===== config.mk =====
export PLATFORM = sky130hd
export DESIGN_NAME = simd_dual_lane_alu
export DESIGN_NICKNAME = d
export VERILOG_FILES = /design/src/rtl/simd_alu_pkg.sv /design/src/rtl/simd_lane.sv /design/src/rtl/simd_out_stage.sv /design/src/rtl/simd_dual_lane_alu.sv
export SDC_FILE = /design/constraint.sdc
export NUM_CORES = 1
export LEC_CHECK = 0
export BUFFER_PORTS_ARGS = -buffer_cell sky130_fd_sc_hd__buf_2
export CORE_MARGIN = 1
export CORE_UTILIZATION = 58
export CTS_BUF_LIST = sky130_fd_sc_hd__clkbuf_8
export DETAILED_ROUTE_END_ITERATION = 16
export PLACE_DENSITY = 0.91
export SYNTH_ARGS = -nofsm -noshare
export SYNTH_HDL_FRONTEND = slang
export SYNTH_SLANG_ARGS = --single-unit

===== constraint.sdc =====
create_clock -name clk -period 2.6 [get_ports clk]
set_clock_uncertainty 0.15 [all_clocks]
set_input_delay 0 -clock clk [delete_from_list [all_inputs] [get_ports clk]]
set_output_delay 0 -clock clk [all_outputs]
set_load 0.01 [all_outputs]

===== src/rtl/simd_alu_pkg.sv =====
package simd_alu_pkg;

  localparam int OP_W = 4;

  typedef enum logic [OP_W-1:0] {
    OP_ADD      = 4'd0,
    OP_SUB      = 4'd1,
    OP_SADD_SAT = 4'd2,
    OP_UADD_SAT = 4'd3,
    OP_SSUB_SAT = 4'd4,
    OP_USUB_SAT = 4'd5,
    OP_SAVG_ADD = 4'd6,
    OP_UAVG_ADD = 4'd7,
    OP_SAVG_SUB = 4'd8,
    OP_UAVG_SUB = 4'd9
  } simd_op_e;

  localparam int NUM_OPS = 10;

endpackage


===== src/rtl/simd_lane.sv =====
module simd_lane
  import simd_alu_pkg::*;
#(
  parameter int W = 32
) (
  input  logic [OP_W-1:0] op,
  input  logic [W-1:0]    a,
  input  logic [W-1:0]    b,
  output logic [W-1:0]    y,
  output logic            sat_hi,
  output logic            sat_lo
);

  localparam logic [W-1:0] UMAX = {W{1'b1}};
  localparam logic [W-1:0] SMAX = {1'b0, {(W-1){1'b1}}};
  localparam logic [W-1:0] SMIN = {1'b1, {(W-1){1'b0}}};

  // Arithmetic at one extra bit of precision
  function automatic logic [W:0] f_sext_add(input logic [W-1:0] x, input logic [W-1:0] z);
    return {x[W-1], x} + {z[W-1], z};
  endfunction

  function automatic logic [W:0] f_sext_sub(input logic [W-1:0] x, input logic [W-1:0] z);
    return {x[W-1], x} - {z[W-1], z};
  endfunction

  function automatic logic [W:0] f_zext_add(input logic [W-1:0] x, input logic [W-1:0] z);
    return {1'b0, x} + {1'b0, z};
  endfunction

  function automatic logic [W:0] f_zext_sub(input logic [W-1:0] x, input logic [W-1:0] z);
    return {1'b0, x} - {1'b0, z};
  endfunction

  // Floor of the unsigned mean without a wider adder
  function automatic logic [W-1:0] f_umean(input logic [W-1:0] x, input logic [W-1:0] z);
    return (x & z) + ((x ^ z) >> 1);
  endfunction

  simd_op_e   opc;
  logic [W:0] s_add, s_sub, u_add, u_sub;
  logic       sadd_ovf, ssub_ovf;

  assign opc   = simd_op_e'(op);
  assign s_add = f_sext_add(a, b);
  assign s_sub = f_sext_sub(a, b);
  assign u_add = f_zext_add(a, b);
  assign u_sub = f_zext_sub(a, b);

  // Signed overflow: operand signs agree (add) or differ (sub),
  // and the wrapped sign departs from the first operand
  assign sadd_ovf = (a[W-1] == b[W-1]) && (s_add[W-1] != a[W-1]);
  assign ssub_ovf = (a[W-1] != b[W-1]) && (s_sub[W-1] != a[W-1]);

  always_comb begin
    y      = '0;
    sat_hi = 1'b0;
    sat_lo = 1'b0;
    case (opc)
      OP_ADD: y = u_add[W-1:0];
      OP_SUB: y = u_sub[W-1:0];
      OP_SADD_SAT: begin
        if (sadd_ovf) begin
          y      = a[W-1] ? SMIN : SMAX;
          sat_hi = !a[W-1];
          sat_lo = a[W-1];
        end else begin
          y = s_add[W-1:0];
        end
      end
      OP_UADD_SAT: begin
        if (u_add[W]) begin
          y      = UMAX;
          sat_hi = 1'b1;
        end else begin
          y = u_add[W-1:0];
        end
      end
      OP_SSUB_SAT: begin
        if (ssub_ovf) begin
          y      = a[W-1] ? SMIN : SMAX;
          sat_hi = !a[W-1];
          sat_lo = a[W-1];
        end else begin
          y = s_sub[W-1:0];
        end
      end
      OP_USUB_SAT: begin
        if (u_sub[W]) begin
          y      = '0;
          sat_lo = 1'b1;
        end else begin
          y = u_sub[W-1:0];
        end
      end
      OP_SAVG_ADD: y = s_add[W:1];
      OP_UAVG_ADD: y = f_umean(a, b);
      OP_SAVG_SUB: y = s_sub[W:1];
      OP_UAVG_SUB: y = u_sub[W:1];
      default:     y = '0;
    endcase
  end

endmodule


===== src/rtl/simd_out_stage.sv =====
module simd_out_stage #(
  parameter int W       = 64,
  parameter bit REG_OUT = 1'b1
) (
  input  logic         clk,
  input  logic         rst_n,
  input  logic         in_valid,
  input  logic [W-1:0] d,
  output logic         out_valid,
  output logic [W-1:0] q
);

  if (REG_OUT) begin : g_reg
    logic [W-1:0] q_r;
    logic         v_r;

    always_ff @(posedge clk or negedge rst_n) begin
      if (!rst_n) begin
        q_r <= '0;
        v_r <= 1'b0;
      end else begin
        v_r <= in_valid;
        if (in_valid) q_r <= d;
      end
    end

    assign q         = q_r;
    assign out_valid = v_r;
  end else begin : g_comb
    assign q         = d;
    assign out_valid = in_valid;
  end

endmodule


===== src/rtl/simd_dual_lane_alu.sv =====
module simd_dual_lane_alu
  import simd_alu_pkg::*;
#(
  parameter int DATA_W  = 64,
  parameter int LANES   = 2,
  parameter bit REG_OUT = 1'b1
) (
  input  logic              clk,
  input  logic              rst_n,
  input  logic              in_valid,
  input  logic [OP_W-1:0]   op,
  input  logic [DATA_W-1:0] src_a,
  input  logic [DATA_W-1:0] src_b,
  output logic              out_valid,
  output logic [DATA_W-1:0] result
);

  localparam int LANE_W = DATA_W / LANES;

  logic [DATA_W-1:0] lane_y;
  logic [LANES-1:0]  lane_sat_hi;
  logic [LANES-1:0]  lane_sat_lo;

  for (genvar g = 0; g < LANES; g++) begin : g_lane
    simd_lane #(.W(LANE_W)) u_lane (
      .op     (op),
      .a      (src_a[g*LANE_W +: LANE_W]),
      .b      (src_b[g*LANE_W +: LANE_W]),
      .y      (lane_y[g*LANE_W +: LANE_W]),
      .sat_hi (lane_sat_hi[g]),
      .sat_lo (lane_sat_lo[g])
    );
  end

  simd_out_stage #(.W(DATA_W), .REG_OUT(REG_OUT)) u_out (
    .clk       (clk),
    .rst_n     (rst_n),
    .in_valid  (in_valid),
    .d         (lane_y),
    .out_valid (out_valid),
    .q         (result)
  );

endmodule


==> impl_metrics.env, run 1 <==
export IMPL_io_buffers=199
export IMPL_syn_instance_count=2379
export IMPL_hpwl_um=78100
export IMPL_syn_area_um2=17900
export IMPL_cts_buffers=9
export IMPL_seq_area_frac_synth_pct=9.10
export IMPL_synth_top_cells_by_area="ha_1 13%, dfrtp_1 9.1%, fa_1 7.6%, xnor2_1 6.4%, a21oi_1 5.3%"
export IMPL_grt_pass1_vias=36297
export IMPL_dpl_instance_area_um2=25800
export IMPL_die_h_um=178
export IMPL_gp_congestion=1.15
export IMPL_die_w_um=178
export IMPL_start_util_pct=59.7
export IMPL_rows=63
export IMPL_synth_avg_cell_area_um2=7.51
export IMPL_synth_edf_count=0
export IMPL_grt_pass1_wl_um=234000
export IMPL_cts_root_buffer="clkbuf_8"
export IMPL_outcome="stopped before the end"
export IMPL_stop_stage="global routing"
export IMPL_ios=200
export IMPL_clk_path_buf_depth=2
export IMPL_cts_max_level=3
export IMPL_clkSinkCount=65
export IMPL_grt_max_degree=39
export IMPL_synthesis_nets=2772
export IMPL_grt_overflow_total=2102
export IMPL_yosysWarnings=0
export IMPL_yosysTopAreaCellShare_pct=13.3
export IMPL_yosys_area_top_type="ha_1"
export IMPL_synth_cell_types=114
export IMPL_synth_top_flop_cell="dfrtp_1"
export IMPL_stop_error="[ERROR GRT-0116] Global routing finished with congestion. Check the congestion regions in the DRC Viewer."
export IMPL_async_flop_share_pct=100
export IMPL_synth_seq_cells=65
export IMPL_track_usage_pct=96.7
-- cell usage after synthesis (37+ instances only) --
master / number
a21o_1: 40
a21oi_1: 188
clkbuf_1: 65
dfrtp_1: 65
fa_1: 68
ha_1: 190
inv_1: 230
nand2_1: 163
nand3_1: 49
nor2_1: 177
nor3_1: 55
o21ai_0: 132
o31ai_1: 37
xnor2_1: 131
-- through the flow --
step	cells	setup WS, ns	util (%)	TNS (ns)
after floorplan	2379	-1.35	-	-68.95
after detailed placement	3726	-2.06	86.0	-112.47
after global placement	3726	-1.57	86.0	-88.57
after CTS	3795	-1.36	92.7	-64.63
-- logic make-up after synthesis --
logic type / count (synthesis) / synth area share, %
buf+inv: 369 / 8.88
xor+xnor: 150 / 7.35
flops: 65 / 9.10
mux: 13 / 0.742
simple gates: 637 / 17.5
fa+ha+maj: 258 / 20.9
compound gates: 887 / 35.5
-- layer usage --
layer | GRT overflow | global-route usage, %
met1 | 48 | 86.1
met4 | 536 | 111
met5 | 7 | 53.2
met2 | 1466 | 121
met3 | 45 | 79.6
-- timing repair --
action                     4_1_cts
setup endpoints to repair       64
pin swaps                       84
hold buffers                     3
resized for setup              297
hold endpoints to repair        31
setup buffers                   52
==> inputs of run 2 (changes only) <==
--- a/config.mk
+++ b/config.mk
@@ -7,10 +7,9 @@
 export LEC_CHECK = 0
 export BUFFER_PORTS_ARGS = -buffer_cell sky130_fd_sc_hd__buf_2
 export CORE_MARGIN = 1
-export CORE_UTILIZATION = 58
-export CTS_BUF_LIST = sky130_fd_sc_hd__clkbuf_8
+export CORE_UTILIZATION = 40
 export DETAILED_ROUTE_END_ITERATION = 16
-export PLACE_DENSITY = 0.91
+export PLACE_DENSITY_LB_ADDON = 0.15
 export SYNTH_ARGS = -nofsm -noshare
 export SYNTH_HDL_FRONTEND = slang
 export SYNTH_SLANG_ARGS = --single-unit
==> run 2 against run 1 <==
  * The flow now finishes, with violations (negative setup slack)
  * Area after synthesis did not move
  * Synthesized cell count unchanged
==> impl_metrics.env, run 2 <==
export IMPL_routedWlPerCell_um=22.0
export IMPL_die_h_um=213
export IMPL_crit_chain="buf_12, inv_12, ha_4, nand2_4, or4_4, a311oi_2, a211o_1, a21oi_2, o211ai_1, nand3_1, nand2b_1, a21oi_2, fa_2, buf_4, nor4_4, buf_4, a21oi_4, o31ai_4, buf_6, a2111oi_4, o2bb2ai_2"
export IMPL_gp_congestion=1.01
export IMPL_final_common_cell="buf_4"
export IMPL_antenna_found_initial=1
export IMPL_area_sequential_um2=1630
export IMPL_report_final_setup_viol=64
export IMPL_slew_headroom_pct=25.2
export IMPL_multi_input_area_um2=16200
export IMPL_async_flop_share_pct=100
export IMPL_drt_pass1_iterations=5
export IMPL_die_w_um=213
export IMPL_criticalPathCategory="in2reg"
export IMPL_drtAntennaViolNets=0
export IMPL_synth_cell_types=114
export IMPL_cts_clk_slew_worst_paths_ns=0.07
export IMPL_required_ns=2.69
export IMPL_cts_max_level=3
export IMPL_cts_root_buffer="clkbuf_16"
export IMPL_power_density_nw_per_um2=365
export IMPL_insertion_delay_ns=0.36
export IMPL_grt_util_met1_pct=46.6
export IMPL_met2_usage_pct=66.9
export IMPL_syn_area_um2=17900
export IMPL_synth_avg_cell_area_um2=7.51
export IMPL_routed_wl_um=89900
export IMPL_worstPathArrival_ns=3.94
export IMPL_power_mw=10.6
export IMPL_violations="negative setup slack"
export IMPL_cts_buffers=9
export IMPL_synth_seq_cells=65
export IMPL_final_min_clock_period_ns=3.84
export IMPL_post_synth_top_count_cell="inv_1"
export IMPL_report_final_slew_viol_count=0
export IMPL_dp_slack_ns=-2.04
export IMPL_min_path_type="in2reg"
export IMPL_synth_top_cells_by_count="230 x inv_1, 190 x ha_1, 188 x a21oi_1"
export IMPL_fin_util_pct=66.1
export IMPL_grt_pass1_wl_um=135000
export IMPL_crit_family="compound AO/OA/AOI/OAI gates"
export IMPL_synth_top_flop_cell="dfrtp_1"
export IMPL_max_freq_mhz=260
export IMPL_clkSinkCount=65
export IMPL_yosysWarnings=0
export IMPL_grt_max_degree=66
export IMPL_grt_overflow_total=0
export IMPL_fin_nets=3889
export IMPL_drt_iter0_drc=1818
export IMPL_yosysTopAreaCellShare_pct=13.3
export IMPL_dieArea_um2=45500
export IMPL_largest_register_ffs=64
export IMPL_drive_gt1_share_pct=44.0
export IMPL_seq_area_frac_synth_pct=9.10
export IMPL_worst_pin_slew_ns=1.11
export IMPL_cts_tree="built"
export IMPL_irDropWorstVdd_uv=365
export IMPL_diodes=0
export IMPL_worst_setup_path_start_kind="input pin"
export IMPL_max_stage_delay_ns=0.58
export IMPL_outcome="complete, but fails checks"
export IMPL_cap_violations=0
export IMPL_core_area_um2=44100
export IMPL_ios=200
export IMPL_critPathCaptureType="flip-flop"
export IMPL_start_util_pct=40.5
export IMPL_worstPathMaxFanout=6
export IMPL_clk_path_buf_depth=2
export IMPL_syn_instance_count=2379
export IMPL_grt_pass1_vias=23954
export IMPL_hold_viol_final=0
export IMPL_busiest_layer="met2"
export IMPL_setup_ws_ns=-1.24
export IMPL_track_usage_pct=38.6
export IMPL_vias_per_cell=5.82
export IMPL_met3_usage_pct=4.09
export IMPL_finalCritPeriodShare_pct=148
export IMPL_rsz0062_at_grt="true"
export IMPL_critPathBufInv=5
export IMPL_num_vias=23817
export IMPL_worst_path_max_delay_cell="fa_2"
export IMPL_drc=0
export IMPL_synth_edf_count=0
export IMPL_hpwl_um=73200
export IMPL_yosys_area_top_type="ha_1"
export IMPL_rows=77
export IMPL_final_cell_mix="980 x buf_4, 203 x inv_1, 166 x nor2_1, 166 x a21oi_1, 165 x buf_2"
export IMPL_syn_to_final_growth_pct=63.2
export IMPL_fillCellCount=3947
export IMPL_io_buffers=199
export IMPL_synthesis_nets=2772
export IMPL_power_leakage_nw=13.9
export IMPL_synth_top_cells_by_area="ha_1 13%, dfrtp_1 9.1%, fa_1 7.6%, xnor2_1 6.4%, a21oi_1 5.3%"
## run 2: kinds of logic (layout without fill, tap and decap cells)
logic type / Yosys count / after routing / share of synthesized area (%)
adders and majority gates: 258 / 258 / 20.9
xor gates and xnor gates: 150 / 150 / 7.35
DFF: 65 / 65 / 9.10
muxes: 13 / 13 / 0.742
AOI/OAI and AO/OA: 887 / 887 / 35.5
and+or+nand+nor: 637 / 637 / 17.5
buffers and inverters: 369 / 1491 / 8.88
## run 2: worst register-to-register path: cells and delay by family, from the launching register on
kind / cells / cell delay [ns]
compound gates: 5 / 0.90
simple gates: 1 / 0.13
flops: 1 / 0.37
## run 2: path summary, 6_finish.rpt
| path | startpoint | to | slack, ns | cells past startpoint |
|---|---|---|---|---|
| worst max-delay path | src_b[49] | u_out.q[33]$_DFFE_PN0P_ | -1.24 | 21 |
| worst min-delay path | src_b[63] | u_out.q[63]$_DFFE_PN0P_ | 0.007 | 4 |
| worst max register to register | u_out.q[31]$_DFFE_PN0P_ | u_out.q[31]$_DFFE_PN0P_ | 0.92 | 6 |
| worst min register to register | u_out.q[0]$_DFFE_PN0P_ | u_out.q[0]$_DFFE_PN0P_ | 0.36 | 1 |
| max in group asynchronous | rst_n | u_out.q[11]$_DFFE_PN0P_ | 1.39 | 2 |
| min in group asynchronous | rst_n | u_out.q[61]$_DFFE_PN0P_ | 0.18 | 2 |
## run 2: power breakdown
part | leakage, nW | switching (mW) | internal (mW)
registers | 0.864 | 0.159 | 1.15
logic | 12.8 | 4.19 | 3.79
clock network | 0.149 | 0.577 | 0.764
total | 13.9 | 4.93 | 5.70
## run 2: per-stage QoR
step	area (um2)	hold WS [ns]	setup TNS, ns	std cells
6_report	29200	0.00719	-67.38	4093
5_1_grt	29200	0.0370	-75.25	4093
4_1_cts	28600	0.0129	-62.81	4073
3_5_place_dp	26700	0.0473	-104.33	4012
3_3_place_gp	26700	0.0371	-98.52	4012
2_1_floorplan	18300	-0.446	-68.95	2379
## run 2: repair_timing
action / CTS / global route
gates cloned: 3 / 0
endpoints found under the hold margin: 71 / 0
setup buffers: 40 / 26
hold buffers: 4 / 0
pin swaps: 104 / 68
gates resized for setup: 272 / 89
setup endpoints to repair: 64 / 64
## run 2: final cells by class
class	instances	area share, %
multi-input combinational	1945	55.5
tap	592	2.54
timing repair buffer	1234	32.1
sequential	65	5.58
clock buffer	9	0.772
clock inverter	7	0.287
inverter	241	3.28
## run 2: metal layers
layer  up-vias  wire length (um)
met5         -                11
met4         2              5030
met3       293              5410
met2      1049             43500
met1     11488             35900
li1      10985                 -
Note: power is estimated with default switching activity, not from simulation.
